## config.mk

```make
export PLATFORM = sky130hd
export DESIGN_NAME = dbl_count_pipe
export DESIGN_NICKNAME = d
export VERILOG_FILES = /design/src/rtl/dcp_pkg.sv /design/src/rtl/rst_sync.sv /design/src/rtl/dbl_step.sv /design/src/rtl/dbl_slice.sv /design/src/rtl/pipe_stage.sv /design/src/rtl/dbl_count_pipe.sv
export SDC_FILE = /design/constraint.sdc
export NUM_CORES = 1
export LEC_CHECK = 0
export BUFFER_PORTS_ARGS = -buffer_cell sky130_fd_sc_hd__clkbuf_2
export CAP_MARGIN = 20
export CORE_MARGIN = 2
export CORE_UTILIZATION = 30
export CTS_CLUSTER_SIZE = 8
export DETAILED_ROUTE_END_ITERATION = 8
export GPL_ROUTABILITY_DRIVEN = 0
export PLACE_DENSITY = 0.45
export SLEW_MARGIN = 10
export SYNTH_ARGS = -nofsm -noshare
export SYNTH_HDL_FRONTEND = slang
export SYNTH_HIERARCHICAL = 1
export SYNTH_SLANG_ARGS = --single-unit
```

## constraint.sdc

```tcl
create_clock -name clk -period 0.89 [get_ports clk]
set_input_delay 0.1335 -clock clk [delete_from_list [all_inputs] [get_ports clk]]
set_output_delay 0.1335 -clock clk [all_outputs]
set_load 0.01 [all_outputs]
```

## src/rtl/dcp_pkg.sv

```systemverilog
package dcp_pkg;

  // operand and result widths
  localparam int OPA_W      = 4;
  localparam int OPB_W      = 4;
  localparam int RES_W      = OPA_W + 1;
  // iteration bound found by interval analysis of the operand ranges
  localparam int LOOP_BOUND = 4;
  localparam int CNT_W      = $clog2(LOOP_BOUND + 1);

  typedef struct packed {
    logic [RES_W-1:0] val;    // value being doubled
    logic [OPB_W-1:0] lim;    // limit
    logic [CNT_W-1:0] steps;  // doublings so far
  } work_t;

endpackage

```

## src/rtl/rst_sync.sv

```systemverilog
module rst_sync #(
  parameter int DEPTH = 2
) (
  input  logic clk,
  input  logic rst_n,
  output logic rst_q
);

  logic [DEPTH-1:0] chain_q;
  logic [DEPTH-1:0] chain_d;

  always_comb begin
    chain_d = {chain_q[DEPTH-2:0], 1'b1};
  end

  always_ff @(posedge clk or negedge rst_n) begin
    if (!rst_n) begin
      chain_q <= '0;
    end else begin
      chain_q <= chain_d;
    end
  end

  assign rst_q = chain_q[DEPTH-1];

endmodule

```

## src/rtl/dbl_step.sv

```systemverilog
module dbl_step
  import dcp_pkg::*;
(
  input  work_t din,
  output work_t dout
);

  logic below_lim;
  logic below_bnd;

  always_comb begin
    below_lim = din.val < RES_W'(din.lim);
    below_bnd = din.steps < CNT_W'(LOOP_BOUND);
    dout      = din;
    if (below_lim && below_bnd) begin
      dout.val   = din.val << 1;
      dout.steps = din.steps + CNT_W'(1);
    end
  end

endmodule

```

## src/rtl/dbl_slice.sv

```systemverilog
module dbl_slice
  import dcp_pkg::*;
#(
  parameter int ITERS = 2
) (
  input  work_t src,
  output work_t dst
);

  work_t chain [ITERS+1];

  assign chain[0] = src;

  for (genvar g = 0; g < ITERS; g++) begin : g_iter
    dbl_step u_step (
      .din  (chain[g]),
      .dout (chain[g+1])
    );
  end

  assign dst = chain[ITERS];

endmodule

```

## src/rtl/pipe_stage.sv

```systemverilog
module pipe_stage
  import dcp_pkg::*;
#(
  parameter int CYC = 2
) (
  input  logic  clk,
  input  logic  rst_n,
  input  logic  up_done,
  input  work_t up_item,
  output logic  done,
  output logic  idle,
  output work_t item
);

  localparam int ITERS = LOOP_BOUND / CYC;
  localparam int CYC_W = (CYC > 1) ? $clog2(CYC) : 1;
  localparam logic [CYC_W-1:0] RELOAD = CYC_W'(CYC - 1);

  logic             vld_q, vld_d;
  logic [CYC_W-1:0] cyc_q, cyc_d;
  logic             item_en;
  work_t            item_q;
  work_t            src;
  work_t            stepped;

  assign idle = (cyc_q == '0);

  // next state: an idle stage loads from upstream, a busy one continues its own item
  always_comb begin
    vld_d   = vld_q;
    cyc_d   = cyc_q;
    item_en = 1'b0;
    src     = item_q;
    if (idle) begin
      src     = up_item;
      vld_d   = up_done;
      cyc_d   = up_done ? RELOAD : '0;
      item_en = up_done;
    end else begin
      cyc_d   = cyc_q - CYC_W'(1);
      item_en = 1'b1;
    end
  end

  dbl_slice #(.ITERS(ITERS)) u_slice (
    .src (src),
    .dst (stepped)
  );

  always_ff @(posedge clk or negedge rst_n) begin
    if (!rst_n) begin
      vld_q <= 1'b0;
      cyc_q <= '0;
    end else begin
      vld_q <= vld_d;
      cyc_q <= cyc_d;
    end
  end

  always_ff @(posedge clk) begin
    if (item_en) begin
      item_q <= stepped;
    end
  end

  assign done = vld_q && idle;
  assign item = item_q;

endmodule

```

## src/rtl/dbl_count_pipe.sv

```systemverilog
module dbl_count_pipe
  import dcp_pkg::*;
#(
  parameter int STAGES        = 3,
  parameter int CYC_PER_STAGE = 2
) (
  input  logic             clk,
  input  logic             rst_n,
  input  logic             in_valid,
  input  logic [OPA_W-1:0] in_a,
  input  logic [OPB_W-1:0] in_b,
  output logic             out_valid,
  output logic [CNT_W-1:0] out_count,
  output logic [RES_W-1:0] out_a
);

  logic              rst_q;
  logic [STAGES-1:0] st_done;
  logic [STAGES-1:0] st_idle;
  work_t             st_item [STAGES];
  work_t             in_item;
  logic              in_accept;

  rst_sync #(.DEPTH(2)) u_rst (
    .clk   (clk),
    .rst_n (rst_n),
    .rst_q (rst_q)
  );

  always_comb begin
    in_item.val   = RES_W'(in_a);
    in_item.lim   = in_b;
    in_item.steps = '0;
  end

  assign in_accept = in_valid && st_idle[0];

  for (genvar g = 0; g < STAGES; g++) begin : g_stage
    logic  up_done;
    work_t up_item;
    if (g == 0) begin : g_head
      assign up_done = in_valid;
      assign up_item = in_item;
    end else begin : g_body
      assign up_done = st_done[g-1];
      assign up_item = st_item[g-1];
    end
    pipe_stage #(.CYC(CYC_PER_STAGE)) u_stage (
      .clk     (clk),
      .rst_n   (rst_q),
      .up_done (up_done),
      .up_item (up_item),
      .done    (st_done[g]),
      .idle    (st_idle[g]),
      .item    (st_item[g])
    );
  end

  assign out_valid = st_done[STAGES-1];
  assign out_count = st_item[STAGES-1].steps;
  assign out_a     = st_item[STAGES-1].val;

endmodule

```

==> results of run 1 <==
## metrics by stage
| stage | worst slack, ps | total power, µW | setup TNS (ps) | area [µm²] | hold WS, ps |
|---|---|---|---|---|---|
| global placement | -2930 | 10000 | -98100 | 4220 | -80.1 |
| detailed placement | -2960 | 10100 | -99740 | 4220 | -74.0 |
| CTS | -2840 | 12400 | -95380 | 4640 | 127 |
| finish | -2820 | 12800 | -95120 | 4850 | 140 |
| floorplan | -2820 | 7770 | -89770 | 3580 | -162 |
| global route | -2950 | 13900 | -100510 | 4850 | 136 |
## cell usage in the layout, fill, tap and decap left out, types with 3 or more instances in the layout
master / n
mux2_4: 46
conb_1: 5
mux2_2: 17
buf_6: 39
a2111oi_4: 6
edfxtp_1: 36
clkbuf_8: 6
clkbuf_2: 16
nor3b_2: 5
ha_1: 10
a21oi_1: 3
xor2_1: 5
o21ai_2: 6
dfrtp_2: 3
inv_1: 27
dfrtp_1: 5
or2_4: 4
ha_4: 14
buf_4: 66
o21bai_2: 5
a31o_2: 12
and2b_2: 12
## layer usage
layer	up-vias	track usage
met1	1053	0.151
met2	30	0.234
li1	1111	-
met4	0	0.0416
met5	-	0
met3	8	0.0243
## power by group through the flow
| stage | sequential, µW | clock (µW) | combinational, µW |
|---|---|---|---|
| 2_1_floorplan | 3310 | 0 | 4460 |
| 3_3_place_gp | 3470 | 0 | 6540 |
| 3_5_place_dp | 3470 | 0 | 6600 |
| 4_1_cts | 3440 | 1440 | 7520 |
| 5_1_grt | 3520 | 1520 | 8820 |
| 6_report | 3430 | 1360 | 8060 |
## sequential cells by signal (all words and copies together), names as in the netlist
signal and count:
g_stage.u_stage/cyc_q 3, g_stage.u_stage/vld_q 3, u_rst/chain_q 2, g_stage.u_stage/item 36
## what timing repair did
action | CTS | global route
gates cloned | 0 | 1
hold endpoints to repair | 2 | 0
setup endpoints to repair | 87 | 87
hold buffers | 1 | 0
pin swaps | 11 | 6
setup buffers | 14 | 16
gates resized for setup | 55 | 46
## final timing paths
| path | slack [ps] | cells past startpoint | to | startpoint |
|---|---|---|---|---|
| worst min-delay path | 140 | 2 | u_rst/chain_q[0] | rst_n |
| worst max register to register | -2820 | 14 | g_stage[0].u_stage/item[8] | g_stage[0].u_stage/cyc_q |
| worst min register to register | 140 | 0 | g_stage[1].u_stage/vld_q | u_rst/chain_q[1] |
| worst max-delay path | -2820 | 14 | g_stage[0].u_stage/item[8] | g_stage[0].u_stage/cyc_q |
| max in group asynchronous | 460 | 0 | g_stage[1].u_stage/cyc_q | u_rst/chain_q[1] |
| min in group clk | 190 | 3 | g_stage[0].u_stage/cyc_q | in_valid |
## critical path: stages (launching register included)
cell	delay, ps
dfrtp_2	490
mux2_4	340
inv_2	70
ha_4	200
o21ai_2	130
o21bai_2	120
a2111oi_4	290
buf_4	200
mux2_4	320
ha_4	180
nor3b_4	220
o21bai_4	100
a2111oi_4	320
buf_6	180
mux2_4	300
## area by class of cell
cell class,instances,area (µm²),area share
clock inverter,2,15.0,0.00309
inverter,30,115,0.0237
tap,140,175,0.0361
clock buffer,6,82.6,0.0170
sequential,44,1280,0.265
timing repair buffer,125,1070,0.222
multi-input combinational,156,2100,0.434
==> metrics.md, run 1 <==
| Metric | Value |
|---|---|
| Starting DRT DRC Count | `57` |
| Worst min-delay path category | `in -> async` |
| Synth warnings | `6` |
| Area growth from synthesis to layout | `44.9%` |
| Rows | `38` |
| PwrDens | `roughly 2600 nW/µm²` |
| Core region area | `roughly 11,000 µm²` |
| Via density | `around 4.4` |
| Worst-path fanout max | `6` |
| Synthesized instance count | `roughly 260` |
| Critical Path AT | `between 3000 and 4000 ps` |
| DRC Markers | `0` |
| Gr usage total | `0.129` |
| Avg Inst Size Synth | `roughly 13 µm²` |
| Tcrit/Tclk final | `4.17` |
| Reg clk slew, reported paths | `90 ps` |
| Post-Layout Cell Count | `slightly above 500` |
| Initial core utilization | `0.308` |
| Die Span Y | `between 100 and 150 µm` |
| Clock Path Buffers | `2` |
| CTS Sinks | `44` |
| Filler cells | `approximately 1,000` |
| Leakage | `approximately 0.0021 µW` |
| MaxCap Viol Count | `0` |
| Setup ws final | `-2820 ps` |
| Buffers on Ports | `19` |
| Vias post-DR | `between 2,000 and 2,500` |
| First-pass GRT wire length | `roughly 12,000 µm` |
| H-tree depth | `2` |
| Violated checks | `negative setup slack` |
| Placed Cells incl. Taps | `474` |
| Sequential power share | `0.267` |
| Largest net degree at the start of global routing | `15` |
| Routed wl met3 | `around 180 µm` |
| RSZ-0062 raised after global routing | `yes` |
| Switching share of power | `0.336` |
| Synth Cell Area | `between 3000 and 4000 µm²` |
| Critical Path RT | `about 940 ps` |
| CTS tree | `built` |
| Die W | `about 110 µm` |
| Clk pwr share | `0.106` |
| Startpoint Class | `register` |
| # diodes | `0` |
| Worst-Skew Late Latency | `300 ps` |
| DRT antenna net count | `0` |
| Metal-1 WL | `between 3000 and 4000 µm` |
| Top sig layer | `met4` |
| Min Tclk post-route | `3710 ps` |
| I/O Pins | `20` |
| HPWL after DPL | `roughly 5700 µm` |
| Inserted Clock Buffers | `5` |
| Post-Route Utilization | `0.446` |
| WS Path Type | `reg -> reg` |
| Final setup vio count | `87` |
| Worst Clk Skew | `7.50 ps` |
| Share of cells above drive strength 1 | `0.747` |
| F_max | `approximately 270 MHz` |
| CP Capture Type | `register` |
| Drt wl/cell | `around 14 µm` |
| Nets | `approximately 400` |
| 1st-pass router iterations | `4` |
| Status | `finished, violations left` |
| Met2 Wirelength | `3860 µm` |
| Final Max Tran Viols | `0` |
| Logic pwr share | `0.627` |
| Int Pwr | `~8500 µW` |
| Total Die Area | `between 10,000 and 15,000 µm²` |
| Final Hold Viols | `0` |
| Antenna violations before repair | `0` |
| Total wire length | `~7300 µm` |
| Root Driver | `clkbuf_8` |
| Worst vdd ir | `~1.2 mV` |
| Net Switching | `4310 µW` |
| Vias in the first global route | `between 2,000 and 2,500` |
| Total gr overflow | `0` |
(Power assumes the default switching activity.)
==> inputs of run 2 (changes only) <==
Settings changed: CELL_PAD_IN_SITES_DETAIL_PLACEMENT set to 0, CELL_PAD_IN_SITES_GLOBAL_PLACEMENT set to 1, PLACE_DENSITY 0.45 to 0.52.
Clock period 0.89 ns to 3.3 ns, I/O delays scaled along.
==> metrics.md, run 2 (synthesis results as in run 1) <==
| Metric | Value |
|---|---|
| Status | `finished, violations left` |
| Violated checks | `negative setup slack` |
| Area growth from synthesis to layout | `35.0%` |
| Vias in the first global route | `2,256 (-2.5%)` |
| Core region area | `10,900 µm² (unchanged)` |
| WS Path Type | `reg -> reg` |
| Gr usage total | `0.125 (-0.00318)` |
| Min Tclk post-route | `3740 ps (+27.4 ps)` |
| Inserted Clock Buffers | `5 (unchanged)` |
| Worst-Skew Late Latency | `300 ps (about the same)` |
| PwrDens | `712 nW/µm² (-73%)` |
| Die W | `110 µm (unchanged)` |
| Tcrit/Tclk final | `1.13 (-3.03)` |
| Filler cells | `1,042 (+0.87%)` |
| Fin Setup TNS | `-6140 ps (+88,980 ps)` |
| Relative slew slack | `0.632` |
| CTS tree | `built` |
| Worst-path fanout max | `6 (unchanged)` |
| Clock Path Buffers | `2 (unchanged)` |
| Hold slack | `129 ps (-10.5 ps)` |
| H-tree depth | `2 (unchanged)` |
| RSZ-0062 raised after global routing | `yes` |
| CP Capture Type | `register` |
| Reg clk slew, reported paths | `90 ps (about the same)` |
| Placed Cells incl. Taps | `450 (-5.1%)` |
| Worst vdd ir | `0.285 mV (-77%)` |
| Nets | `371 (-6.5%)` |
| Max FFs per register | `36 (unchanged)` |
| Largest net degree at the start of global routing | `14 (-1)` |
| MaxCap Viol Count | `0 (unchanged)` |
| Total gr overflow | `0 (unchanged)` |
| Final setup vio count | `22 (-75%)` |
| Worst min-delay path category | `reg -> async` |
| Pwr Total | `3220 µW (-75%)` |
| Share of cells above drive strength 1 | `0.721 (-0.0255)` |
| F_max | `268 MHz (-0.73%)` |
| DRT antenna net count | `0 (unchanged)` |
| Reg area | `1280 µm² (unchanged)` |
| Drt wl/cell | `14.4 µm (-0.60%)` |
| Root Driver | `clkbuf_8` |
| Buffers on Ports | `19 (unchanged)` |
| Area of the multi-input gates | `2110 µm² (+0.36%)` |
| Pin slew with the least headroom to its limit | `between 500 and 600 ps` |
| Final Max Tran Viols | `0 (unchanged)` |
| Setup ws final | `-435 ps (+2380 ps)` |
| Vias post-DR | `2,111 (-4.1%)` |
| 1st-pass router iterations | `4 (unchanged)` |
| First-pass GRT wire length | `11,300 µm (-2.5%)` |
| Leakage | `0.00197 µW (-8.1%)` |
| Die Span Y | `110 µm (unchanged)` |
| Via density | `4.43 (+1.1%)` |
| I/O Pins | `20 (unchanged)` |
| Initial core utilization | `0.308 (unchanged)` |
| Worst Clk Skew | `3.68 ps (-3.83 ps)` |
| Total wire length | `6850 µm (-5.7%)` |
| HPWL after DPL | `5440 µm (-4.3%)` |
| Commonest non-fill, non-tap cell in the layout | `buf_4` |
| Antenna violations before repair | `0 (unchanged)` |
| Startpoint Class | `register` |
| Critical Path RT | `3360 ps (+2420 ps)` |
| DRC Markers | `0 (unchanged)` |
| Final Hold Viols | `0 (unchanged)` |
| Total Die Area | `12,000 µm² (unchanged)` |
| Critical Path AT | `3790 ps (+30 ps)` |
| Rows | `38 (unchanged)` |
| Post-Layout Cell Count | `477 (-5.2%)` |
| Commonest cells after routing, fill and taps aside | `70 x buf_4, 43 x mux2_4, 36 x edfxtp_1` |
| Starting DRT DRC Count | `49 (-14%)` |
| # diodes | `0 (unchanged)` |
| CTS Sinks | `44 (unchanged)` |
[run 2: cell count changes in the layout (fill, tap and decap cells not counted), sizes merged]
cell,delta
buf,-28
or2,-1
clkinv,+2
clkinvlp,-2
clkbuf,+3
[run 2: per-layer routing]
metal / track usage / vias up / wire, µm
met4: 0.0407 / 0 / 86
met1: 0.147 / 1028 / 3070
met3: 0.0261 / 5 / 153
met2: 0.227 / 23 / 3540
li1: - / 1055 / -
met5: 0 / - / 0
[run 2: report_power, final]
| group | switching [µW] | internal [µW] |
|---|---|---|
| logic | 802 | 1130 |
| clock network | 198 | 168 |
| registers | 105 | 815 |
[run 2: critical path, stage by stage (launching register included)]
cell,delay (ps)
dfrtp_2,480
buf_6,160
mux2_4,320
ha_4,230
o21ai_4,70
o21bai_4,110
a2111oi_4,290
buf_4,200
mux2_4,320
ha_4,210
o21ai_2,120
o21bai_2,120
a2111oi_4,360
buf_6,180
mux2_4,300
[run 2: cell type report]
type / count / share of cell area
Inverter: 30 / 0.0249
Multi-Input combinational cell: 155 / 0.467
Clock buffer: 6 / 0.0183
Clock inverter: 2 / 0.00221
Timing Repair Buffer: 100 / 0.164
Tap cell: 140 / 0.0387
Sequential cell: 44 / 0.284
[run 2: per-stage QoR]
| step | cell area, µm² | util | setup slack (ps) |
|---|---|---|---|
| 6_report | 4520 | 0.415 | -435 |
| 5_1_grt | 4520 | 0.415 | -545 |
| 4_1_cts | 4380 | 0.402 | -468 |
| 3_5_place_dp | 4020 | 0.369 | -722 |
| 3_3_place_gp | 4020 | 0.369 | -681 |
| 2_1_floorplan | 3560 | - | -411 |
[run 2: repair_timing]
action,in CTS,in global routing
pin swaps,16,13
buffers inserted,11,9
endpoints found under the hold margin,2,0
hold buffers,1,0
cloned,0,0
endpoints found under the setup margin,24,24
resized for setup,44,14
[run 2: path summary, 6_finish.rpt]
kind	startpoint	endpoint	slack [ps]	cells past startpoint
max reg2reg	g_stage[0].u_stage/cyc_q	g_stage[0].u_stage/item[8]	-440	14
min reg2reg	u_rst/chain_q[1]	g_stage[0].u_stage/vld_q	130	0
max	g_stage[0].u_stage/cyc_q	g_stage[0].u_stage/item[8]	-440	14
min	u_rst/chain_q[1]	g_stage[0].u_stage/vld_q	130	0
min in group clk	u_rst/chain_q[0]	u_rst/chain_q[1]	360	0
max in group asynchronous	rst_n	u_rst/chain_q[1]	2700	2
